File: src/rtl/bslv_pkg.sv
package bslv_pkg;
  typedef enum logic [1:0] {
    ACC_IDLE  = 2'd0,
    ACC_READ  = 2'd1,
    ACC_WRITE = 2'd2,
    ACC_CLASH = 2'd3
  } acc_e;

  function automatic acc_e acc_decode(input logic rd, input logic wr);
    acc_e k;
    unique case ({wr, rd})
      2'b01:   k = ACC_READ;
      2'b10:   k = ACC_WRITE;
      2'b11:   k = ACC_CLASH;
      default: k = ACC_IDLE;
    endcase
    return k;
  endfunction
endpackage

File: src/rtl/bslv_addr_gen.sv
module bslv_addr_gen #(
  parameter int ADDR_W = 4
) (
  input  logic              clk_i,
  input  logic              rst_ni,
  input  logic              done_i,
  input  logic              burst_i,
  input  logic [ADDR_W-1:0] addr_i,
  output logic [ADDR_W-1:0] eff_addr_o,
  output logic              in_burst_o
);
  logic [ADDR_W-1:0] cnt_q;
  logic              in_burst_q;

  // counter drives the address on burst cycles and on the closing cycle
  assign eff_addr_o = (burst_i || in_burst_q) ? cnt_q : addr_i;
  assign in_burst_o = in_burst_q;

  always_ff @(posedge clk_i or negedge rst_ni) begin
    if (!rst_ni) begin
      cnt_q      <= '0;
      in_burst_q <= 1'b0;
    end else if (done_i) begin
      cnt_q      <= eff_addr_o + 1'b1; // wraps at 2**ADDR_W
      in_burst_q <= burst_i;
    end
  end


  burst_opens_chk: assert property (@(posedge clk_i) disable iff (!rst_ni)
    (done_i && burst_i) |=> in_burst_q);

  burst_closes_chk: assert property (@(posedge clk_i) disable iff (!rst_ni)
    (done_i && !burst_i) |=> !in_burst_q);
endmodule

File: src/rtl/bslv_wait_gen.sv
module bslv_wait_gen #(
  parameter int WAIT_W = 3
) (
  input  logic              clk_i,
  input  logic              rst_ni,
  input  logic              access_i,
  input  logic [WAIT_W-1:0] wait_cfg_i,
  output logic              ack_o
);
  logic [WAIT_W-1:0] wcnt_q;

  assign ack_o = !access_i || (wcnt_q >= wait_cfg_i);

  always_ff @(posedge clk_i or negedge rst_ni) begin
    if (!rst_ni)                wcnt_q <= '0;
    else if (access_i && !ack_o) wcnt_q <= wcnt_q + 1'b1;
    else                        wcnt_q <= '0;
  end


  wait_counts_chk: assert property (@(posedge clk_i) disable iff (!rst_ni)
    (access_i && !ack_o) |=> (wcnt_q != '0));
endmodule

File: src/rtl/bslv_regfile.sv
module bslv_regfile #(
  parameter int ADDR_W = 4,
  parameter int DATA_W = 16
) (
  input  logic              clk_i,
  input  logic              rst_ni,
  input  logic              we_i,
  input  logic              re_i,
  input  logic [ADDR_W-1:0] addr_i,
  input  logic [DATA_W-1:0] wdata_i,
  output logic [DATA_W-1:0] rdata_o
);
  localparam int DEPTH = 1 << ADDR_W;

  logic [DATA_W-1:0] mem_q [DEPTH];

  for (genvar g = 0; g < DEPTH; g++) begin : g_word
    always_ff @(posedge clk_i or negedge rst_ni) begin
      if (!rst_ni)                                mem_q[g] <= '0;
      else if (we_i && addr_i == ADDR_W'(g))      mem_q[g] <= wdata_i;
    end
  end

  assign rdata_o = re_i ? mem_q[addr_i] : '0;
endmodule

File: src/rtl/burst_bus_slave.sv
module burst_bus_slave
  import bslv_pkg::*;
#(
  parameter int ADDR_W = 4,
  parameter int DATA_W = 16,
  parameter int WAIT_W = 3
) (
  input  logic              clk_i,
  input  logic              rst_ni,
  input  logic              rd_i,
  input  logic              wr_i,
  input  logic              burst_i,
  input  logic [ADDR_W-1:0] addr_i,
  input  logic [DATA_W-1:0] wdata_i,
  input  logic [WAIT_W-1:0] wait_cfg_i,
  output logic [DATA_W-1:0] rdata_o,
  output logic              ack_o,
  output logic              err_o
);
  acc_e              kind;
  logic              access;
  logic              done;
  logic [ADDR_W-1:0] eff_addr;
  logic              in_burst;

  assign kind   = acc_decode(rd_i, wr_i);
  assign access = (kind == ACC_READ) || (kind == ACC_WRITE);
  assign done   = access && ack_o;
  assign err_o  = (kind == ACC_CLASH);

  bslv_wait_gen #(.WAIT_W(WAIT_W)) u_wait (
    .clk_i      (clk_i),
    .rst_ni     (rst_ni),
    .access_i   (access),
    .wait_cfg_i (wait_cfg_i),
    .ack_o      (ack_o)
  );

  bslv_addr_gen #(.ADDR_W(ADDR_W)) u_addr (
    .clk_i      (clk_i),
    .rst_ni     (rst_ni),
    .done_i     (done),
    .burst_i    (burst_i),
    .addr_i     (addr_i),
    .eff_addr_o (eff_addr),
    .in_burst_o (in_burst)
  );

  bslv_regfile #(.ADDR_W(ADDR_W), .DATA_W(DATA_W)) u_rf (
    .clk_i   (clk_i),
    .rst_ni  (rst_ni),
    .we_i    (done && kind == ACC_WRITE),
    .re_i    (kind == ACC_READ),
    .addr_i  (eff_addr),
    .wdata_i (wdata_i),
    .rdata_o (rdata_o)
  );


  addr_hold_chk: assert property (@(posedge clk_i) disable iff (!rst_ni)
    (!ack_o && (burst_i || in_burst) && $stable(burst_i)) |=> $stable(eff_addr));

  clash_inert_chk: assert property (@(posedge clk_i) disable iff (!rst_ni)
    (rd_i && wr_i) |=> $stable(in_burst));

  clash_ack_chk: assert property (@(posedge clk_i) disable iff (!rst_ni)
    (rd_i && wr_i) |-> (ack_o && err_o));
endmodule

File: config.mk
export PLATFORM = sky130hd
export DESIGN_NAME = burst_bus_slave
export DESIGN_NICKNAME = d
export VERILOG_FILES = /design/src/rtl/bslv_pkg.sv /design/src/rtl/bslv_addr_gen.sv /design/src/rtl/bslv_wait_gen.sv /design/src/rtl/bslv_regfile.sv /design/src/rtl/burst_bus_slave.sv
export SDC_FILE = /design/constraint.sdc
export NUM_CORES = 1
export LEC_CHECK = 0
export CELL_PAD_IN_SITES_DETAIL_PLACEMENT = 1
export CELL_PAD_IN_SITES_GLOBAL_PLACEMENT = 1
export CORE_ASPECT_RATIO = 0.6
export CORE_MARGIN = 5
export CORE_UTILIZATION = 56
export DETAILED_ROUTE_END_ITERATION = 6
export DONT_BUFFER_PORTS = 1
export HOLD_SLACK_MARGIN = 0.06
export PLACE_DENSITY = 0.89
export REMOVE_ABC_BUFFERS = 1
export SYNTH_ARGS = -nofsm -noshare
export SYNTH_HDL_FRONTEND = slang
export SYNTH_SLANG_ARGS = --single-unit
File: constraint.sdc
create_clock -name clk_i -period 6.6 [get_ports clk_i]
set_input_delay 1.32 -clock clk_i [delete_from_list [all_inputs] [get_ports clk_i]]
set_output_delay 1.32 -clock clk_i [all_outputs]
set_load 0.05 [all_outputs]
; Yosys cells after proc, flatten, opt, wreduce, memory -nomap -nowiden
; Cells that the tools add are included.
[classes]
addsub = 2
n_lt_le_gt_ge = 2
eq_ne = 21
muxes = 7
bitwise = 1
n_reduce_logical = 25
[ops]
columns = cell, count
row1 = $bmux 16 s4, 1
row2 = $mux 16, 3
row3 = $eq 4x4->1 const B, 8
row4 = $logic_and 1x1->1, 19
row5 = $eq 4x3->1 const B, 4
row6 = $eq 2x2->1 const B, 4
row7 = $eq 4x2->1 const B, 2
row8 = $pmux 2 s3, 1
row9 = $ge 5x5->1 const B, 1
row10 = $not 4->5, 1
row11 = $add 4x1->4 const B, 1
row12 = $eq 2x1->1 const B, 2
row13 = $eq 4x1->1 const B, 1
row14 = $logic_not 4->1, 1
row15 = $mux 4, 1
row16 = $add 3x1->3 const B, 1
row17 = $ge 3x3->1, 1
row18 = $logic_or 1x1->1, 3
row19 = $mux 3, 1
row20 = $logic_not 1->1, 2
[word_totals]
ff_bits = 264
in_bits = 28
output_inout_bits = 18
elab_cells = 77

; Longest topological paths before layout
; Gate-level depths: netlist of the first run.
[depth]
ltp_word = 9
ltp_mapped = 12
depth_no_buf = 7

; Modules after synthesis
; A second synthesis of the first run with hierarchy kept.
[hier_totals]
cells_unflattened = 842
area_unflattened_um2 = 12565.8
[modules_own_cells]
columns = module, instances, cells_per_inst, area_each_um2, seq_area_each_um2
row1 = bslv_regfile, 1, 769, 11827.6, 6406.1
row2 = bslv_addr_gen, 1, 45, 415.4, 125.1
row3 = bslv_wait_gen, 1, 20, 259.0, 75.1
row4 = burst_bus_slave, 1, 8, 63.8, 0.0

; Worst setup path after synthesis of the first run
; No wires, ideal clock.
[synth_path]
path_kind = input -> output
from = input port burst_i
to = output port rdata_o[1]
t_arrival_ps = 3842
required_ps = 5280
path_slack_ps = 1438
path_stages = 8
n_path_buf = 3
cell_sequence = buf_2 -> nor2_4 -> mux2i_1 -> buf_4 -> buf_2 -> nand2_1 -> a32o_1 -> a211oi_1
[synth_between]
elab_chain_cells = 7
[synth_rtl]
columns = item, line
row1 = from (decl), burst_bus_slave.sv:12  ; input logic burst_i,
row2 = $logic_or 1x1->1, bslv_addr_gen.sv:16  ; assign eff_addr_o = (burst_i || in_burst_q) ? cnt_q : addr_i;
row3 = $mux 4, bslv_addr_gen.sv:16
row4 = $not 4->5 (implied by the code), bslv_regfile.sv:24  ; assign rdata_o = re_i ? mem_q[addr_i] : '0;
row5 = $bmux 16 s4, bslv_regfile.sv:24
row6 = $mux 16 (implied by the code) (2 in a row), bslv_regfile.sv:24
row7 = $mux 16, bslv_regfile.sv:24
row8 = to (decl), burst_bus_slave.sv:16  ; output logic [DATA_W-1:0] rdata_o,
; Every way passes these cells. The select of a mux whose other input is x is not followed.

; Final worst setup path of the first run
[layout_path]
from = input port addr_i[0]
to = output port rdata_o[7]
[layout_between]
elab_chain_cells = 6
[layout_rtl]
columns = item, line
row1 = from (decl), burst_bus_slave.sv:13  ; input logic [ADDR_W-1:0] addr_i,
row2 = $mux 4, bslv_addr_gen.sv:16
row3 = $not 4->5 (implied by the code), bslv_regfile.sv:24
row4 = $bmux 16 s4, bslv_regfile.sv:24
row5 = $mux 16 (implied by the code) (2 in a row), bslv_regfile.sv:24
row6 = $mux 16, bslv_regfile.sv:24
; Every way passes these cells. The select of a mux whose other input is x is not followed.

==> results.toml, run 1 <==
[floorplan]
die_h_um = 129
ioPinCount = 46
initial_core_util_pct = 57.1
die_x_um = 208
core_area_um2 = 23100
fp.dieArea_um2 = 26900
rows = 43

[place]
dp_cells = 1349
gp_congestion = 0.757
dp_slack_ps = 1350
port_buffers = 0
dp_hpwl_mm = 22.0

[global_route]
antenna_found_initial = 0
grt.total_usage_pct = 29.9
grt_first_pass_wirelength_mm = 62.3
grt_max_degree = 265
grt_pass1_vias = 10404
grt-ovfl-total = 0

[synth]
synth_cells = 1114
synthTopCellsByCount = "dfrtp_1 (264), mux2_2 (203), o21ai_0 (93), a21oi_1 (91), nor3_1 (90)"
synth-edff-count = 0
synth.area.top_cells = "dfrtp_1 (50%), mux2_2 (17%), mux2_4 (5.7%)"
ys_warn_count = 0
post-synth-top-count-cell = "dfrtp_1"
yosys_register_bits = 264
yosys.cell_types.count = 57
synth_area_um2 = 13200
synth_top_area_cell = "dfrtp_1"
synth_top_area_share_pct = 50.0
avgSynthCellArea_um2 = 11.9
synthFlopType = "dfrtp_1"
async_flop_share_pct = 100
ys_seq_area_share_pct = 50.0

[critical_path]
rr_worst_depth = 6
arrival_ps = 4110
endpoint_kind = "primary output"
r2r_start = "u_addr.in_burst_o"
path_class = "in2out"
startpoint_type = "input pin"
critPathMaxFanout = 61
r2r_slack_ps = 2970
worstPathRequired_ps = 5280
rr_endpoint = "u_rf.mem_q[79]"

[finish]
final_util_pct = 61.6
drive_gt1_share_pct = 34.3
stdcell_count = 1394
syn_to_final_growth_pct = 7.95
antenna_cells = 0
final_nets = 1100

[clock_tree]
htree_levels = 1
cts_tree = "built"
ctsHoldBuffers = 0
postCtsResizedCells = 0
cts_setup_buffers = 0
cts.clk_slew.worst_paths_ps = 70
clockRootBuffer = "clkbuf_16"
cts_buffers = 25
ctsLongestPathBuffers = 3
cts.sinks = 264
clkLatencyLatePin_ps = 550

[route]
route.vias.total = 9457
dr.pass1.iters = 5
final_antenna_net_count = 0
routedWlPerCell_um = 29.1
viasPerCell = 6.78
drc = 0
initialDrtViolationCount = 907
wirelength_mm = 40.6

[pwr]
pwr_density_cell_nw_per_um2 = 409
p_leak_nw = 6.82
irDropWorstVdd_mv = 0.238

[min_path]
hold_class = "in2async"

[sta]
rsz0062_at_grt = "no"
worst_pin_slew_ps = 1430
finalHoldViolCount = 0
hold_ws_ps = 461
setup_viol = 0
setup_ws_ps = 1170
fmax_mhz = 184
maxSlewHeadroom_pct = 4.48
clock_skew_ps = 13.3
min_period_ps = 5430
finalSetupTns_ps = 0
period_share_pct = 82.2
slew_violations = 0

[outcome]
status = "completed"

[flow_run]
max_cap_violations = 0
layout by cell type, fill, tap and decap left out, types with 3 or more instances in the layout:
master,n
a32o_1,15
clkbuf_16,25
mux2_2,203
a211oi_2,15
nor2_1,10
nor3_1,90
mux2_1,4
clkbuf_8,7
mux2i_1,19
buf_4,18
clkbuf_1,3
a21oi_1,91
mux2_4,50
nand3_4,4
clkinv_2,5
nor2_8,4
nand2_1,47
o21ai_0,93
inv_1,8
nand3_2,8
clkinvlp_4,3
a311oi_1,3
ha_1,11
dfrtp_1,264
nand4_1,30
area by class of cell:
class	instances	area, µm²
Timing Repair Buffer	20	175
Tap cell	315	394
Inverter	10	37.5
Clock buffer	35	733
Multi-Input combinational cell	740	6200
Fill cell	2334	8880
Sequential cell	264	6610
Clock inverter	10	108
per-layer routing:
layer | vias to the layer above | share of wire, % | track usage [%]
met4 | 0 | 4.0 | 12.2
met1 | 5015 | 43 | 40.1
li1 | 3971 | - | -
met5 | - | 0 | 0
met2 | 368 | 47 | 48.8
met3 | 103 | 6.5 | 5.53
kinds of logic (layout without fill, tap and decap cells):
family          count (synthesis)  in the layout  synth area share, %
buf+inv                       110             75                 4.00
fa+ha+maj                      11             11                 1.04
xor+xnor                        1              1               0.0663
mux                           277            277                 24.9
simple gates                  211            211                 9.27
compound gates                240            240                 10.7
flops                         264            264                 50.0
stage by stage:
| step | area [µm²] | power (mW) |
|---|---|---|
| 5_1_grt | 14300 | 6.08 |
| 4_1_cts | 14300 | 5.81 |
| 6_report | 14300 | 5.83 |
| 2_1_floorplan | 12700 | 3.58 |
| 3_5_place_dp | 13400 | 4.26 |
| 3_3_place_gp | 13400 | 4.10 |
power by group:
group	total, mW	switching (mW)	internal [mW]	leakage (nW)
combinational	2.12	1.31	0.810	2.78
sequential	2.19	0.237	1.96	3.63
clock	1.51	0.658	0.853	0.410
total	5.83	2.21	3.62	6.82
state kept, by name, indices dropped and copies added (netlist names):
register,cells
u_addr.cnt_q,4
u_rf.mem_q,256
u_addr.in_burst_o,1
u_wait.wcnt_q,3
worst max-delay path by stage:
stage          startpoint          end  slack, ps  depth (start not counted)
6_report        addr_i[0]   rdata_o[7]       1170                          6
2_1_floorplan     burst_i  rdata_o[10]      -2620                          5
4_1_cts         addr_i[0]   rdata_o[7]       1220                          6
3_3_place_gp    addr_i[0]   rdata_o[7]       1450                          6
5_1_grt         addr_i[0]   rdata_o[7]       1130                          6
3_5_place_dp      burst_i   rdata_o[2]       1350                          7
worst max-delay path, stage by stage:
cell and delay [ps]:
or3b_4 510, buf_4 660, a21oi_1 180, o21ai_0 350, nand4_1 160, a211oi_2 890
Note: power is estimated with default switching activity, not from simulation.
==> run 2: changes to the inputs <==
--- a/config.mk
+++ b/config.mk
@@ -5,15 +5,16 @@
 export SDC_FILE = /design/constraint.sdc
 export NUM_CORES = 1
 export LEC_CHECK = 0
+export ABC_AREA = 1
 export CELL_PAD_IN_SITES_DETAIL_PLACEMENT = 1
 export CELL_PAD_IN_SITES_GLOBAL_PLACEMENT = 1
 export CORE_ASPECT_RATIO = 0.6
 export CORE_MARGIN = 5
-export CORE_UTILIZATION = 56
+export CORE_UTILIZATION = 48
 export DETAILED_ROUTE_END_ITERATION = 6
 export DONT_BUFFER_PORTS = 1
 export HOLD_SLACK_MARGIN = 0.06
-export PLACE_DENSITY = 0.89
+export PLACE_DENSITY = 0.84
 export REMOVE_ABC_BUFFERS = 1
 export SYNTH_ARGS = -nofsm -noshare
 export SYNTH_HDL_FRONTEND = slang
==> constraint.sdc (replaced) <==
create_clock -name clk_i -period 5.5 [get_ports clk_i]
set_input_delay 1.1 -clock clk_i [delete_from_list [all_inputs] [get_ports clk_i]]
set_output_delay 1.1 -clock clk_i [all_outputs]
set_load 0.05 [all_outputs]
==> results.toml, run 2 <==
[outcome]
status = "completed"

[floorplan]
die_x_um = 227
initial_core_util_pct = 48.8
rows = 47
fp.dieArea_um2 = 31800
ioPinCount = 46
die_h_um = 140
core_area_um2 = 27700

[sta]
setup_viol = 0
rsz0062_at_grt = "no"
clock_skew_ps = 7.59
finalSetupTns_ps = 0
fmax_mhz = 217
maxSlewHeadroom_pct = 27.3
period_share_pct = 83.8
finalHoldViolCount = 0
min_period_ps = 4610
slew_violations = 0
worst_pin_slew_ps = 1090

[critical_path]
cp_top_family = "simple AND/OR/NAND/NOR gates"
path_class = "in2out"
cp_slowest_cell = "nand2_4"
cp.depth = 11
r2r_start = "u_addr.in_burst_o"
crit_start = "burst_i"
rr_worst_depth = 8
path_buf_inv = 2
crit_chain = "nor2_4, nand2_1, nand2_4, buf_12, nand2_1, o211ai_1, nand2_1, nand2_1, nand2_1, nor2_1, buf_4"
cpPeakStageDelay_ps = 540
worstPathRequired_ps = 4400
cp_common_cell = "nand2_1"
r2r_slack_ps = 1980
startpoint_type = "input pin"
critPathMaxFanout = 50
endpoint_kind = "primary output"
crit_end = "rdata_o[5]"
rr_endpoint = "u_rf.mem_q[96]"
arrival_ps = 3510

[clock_tree]
cts_tree = "built"
ctsHoldBuffers = 0
cts.clk_slew.worst_paths_ps = 60
clkLatencyLatePin_ps = 540
cts_buffers = 26
clockRootBuffer = "clkbuf_16"
cts_setup_buffers = 0
htree_levels = 1
postCtsResizedCells = 0
ctsLongestPathBuffers = 3
cts.sinks = 264

[route]
wirelength_mm = 46.4
route.vias.total = 12033
routedWlPerCell_um = 22.1
viasPerCell = 5.74
drc = 0
final_antenna_net_count = 0
initialDrtViolationCount = 979
dr.pass1.iters = 4

[finish]
final_common_cell = "nand2_1"
largest_reg_flops = 256
final_cell_mix = "nand2_1 (731), dfrtp_1 (264), o21ai_0 (216)"
antenna_cells = 0
top_regs = "u_rf.mem_q (256), u_addr.cnt_q (4), u_wait.wcnt_q (3)"
largest-register = "u_rf.mem_q"
syn_to_final_growth_pct = 6.95
drive_gt1_share_pct = 7.35
stdcell_count = 2095
final_nets = 1751

[synth]
synth_top_area_share_pct = 48.8
synth-edff-count = 0
post-synth-top-count-cell = "nand2_1"
synthTopCellsByCount = "nand2_1 (733), dfrtp_1 (264), o21ai_0 (217), inv_1 (136), nand3_1 (123)"
synth_area_um2 = 13500
ys_warn_count = 0
yosys_register_bits = 264
synth_top_area_cell = "dfrtp_1"
yosys.cell_types.count = 27
synth_cells = 1777
synthFlopType = "dfrtp_1"
avgSynthCellArea_um2 = 7.61
synth.area.top_cells = "dfrtp_1 (49%), nand2_1 (20%), o21ai_0 (8.0%)"
ys_seq_area_share_pct = 48.8
async_flop_share_pct = 100

[global_route]
busiest_layer = "met2"
antenna_found_initial = 1
grt_first_pass_wirelength_mm = 72.3
grt_pass1_vias = 12531
grt_use_met1_pct = 40.9
grt_max_degree = 265
grt-ovfl-total = 0
grt.total_usage_pct = 29.0
grt_use_met3_pct = 5.56
grt_use_met2_pct = 45.9

[pwr]
p_clk_share_pct = 25.0
p_sw_mw = 2.82
pwr_density_cell_nw_per_um2 = 483
p_sw_share_pct = 40.4
internal_power_mw = 4.17
p_leak_nw = 7.33
pwr-share-seq_pct = 37.4
p_comb_share_pct = 37.6
irDropWorstVdd_mv = 0.230

[flow_run]
max_cap_violations = 0

[min_path]
hold_class = "in2async"

[place]
dp_hpwl_mm = 28.0
dp_cells = 2051
gp_congestion = 0.832
port_buffers = 0
## run 2: cell types whose count changed after synthesis, moves of 30 or more
cell and delta:
nand2_1 +686, mux2_2 -203, inv_1 +128, o21ai_0 +124
nand3_1 +123, a21oi_1 -90, nor3_1 -90, mux2_4 -50
o211ai_1 +46, o21ai_1 +45, buf_2 +30, nand4_1 -30
## run 2: kinds of logic (layout without fill, tap and decap cells)
kind of cell    after synthesis  count (layout)  share of synthesized area [%]
simple gates                911             911                           28.1
compound gates              311             311                           12.4
buf+inv                     277             228                           9.41
flops                       264             264                           48.8
fa+ha+maj                    11              11                           1.02
xor+xnor                      3               3                          0.194
## run 2: layout make-up
cell class	count	area, µm²
clock buffer	38	777
clock inverter	6	30.0
fill	3410	13200
inverter	138	520
multi-input combinational	1236	5690
sequential	264	6610
tap	367	459
timing repair buffer	46	383
## run 2: through the flow
stage                     hold slack, ps  power (mW)  utilization, %  cell area, µm²  setup slack (ps)
after global placement               460        5.09            49.3           13700              1010
after detailed placement             466        5.22            49.3           13700               950
after global routing                 233        7.38            52.2           14500               758
after floorplan                      432        4.29               -           12800             -1330
final                                257        6.99            52.2           14500               891
after CTS                            246        6.98            52.2           14500               949
## run 2: power by group through the flow
stage	clock network, mW	logic [mW]	registers (mW)
after floorplan	0	1.71	2.58
after global placement	0	2.48	2.61
after detailed placement	0	2.58	2.64
after CTS	1.76	2.61	2.61
after global routing	1.85	2.88	2.66
final	1.75	2.63	2.61
## run 2: worst min-delay path by stage
stage,end,depth (start not counted)
after floorplan,u_wait.wcnt_q[0],1
after detailed placement,u_wait.wcnt_q[0],1
after CTS,u_rf.mem_q[132],0
after global routing,u_rf.mem_q[156],0
final,u_rf.mem_q[132],0
after global placement,u_wait.wcnt_q[0],1
## run 2: layer usage
| metal | share of wire [%] | wire [µm] | vias up |
|---|---|---|---|
| li1 | - | - | 5469 |
| met4 | 3.4 | 1600 | 2 |
| met2 | 45 | 20900 | 334 |
| met1 | 45 | 21100 | 6122 |
| met5 | 0.028 | 13 | - |
| met3 | 5.9 | 2760 | 106 |
## run 2: worst reg2reg max path: stages, from the launching register on
cell and delay (ps):
dfrtp_1 420, nor2_4 280, nand2_1 220, nand2_4 440, buf_12 330, ha_1 360, nand2_4 310, nor2_4 800
o21ai_0 190
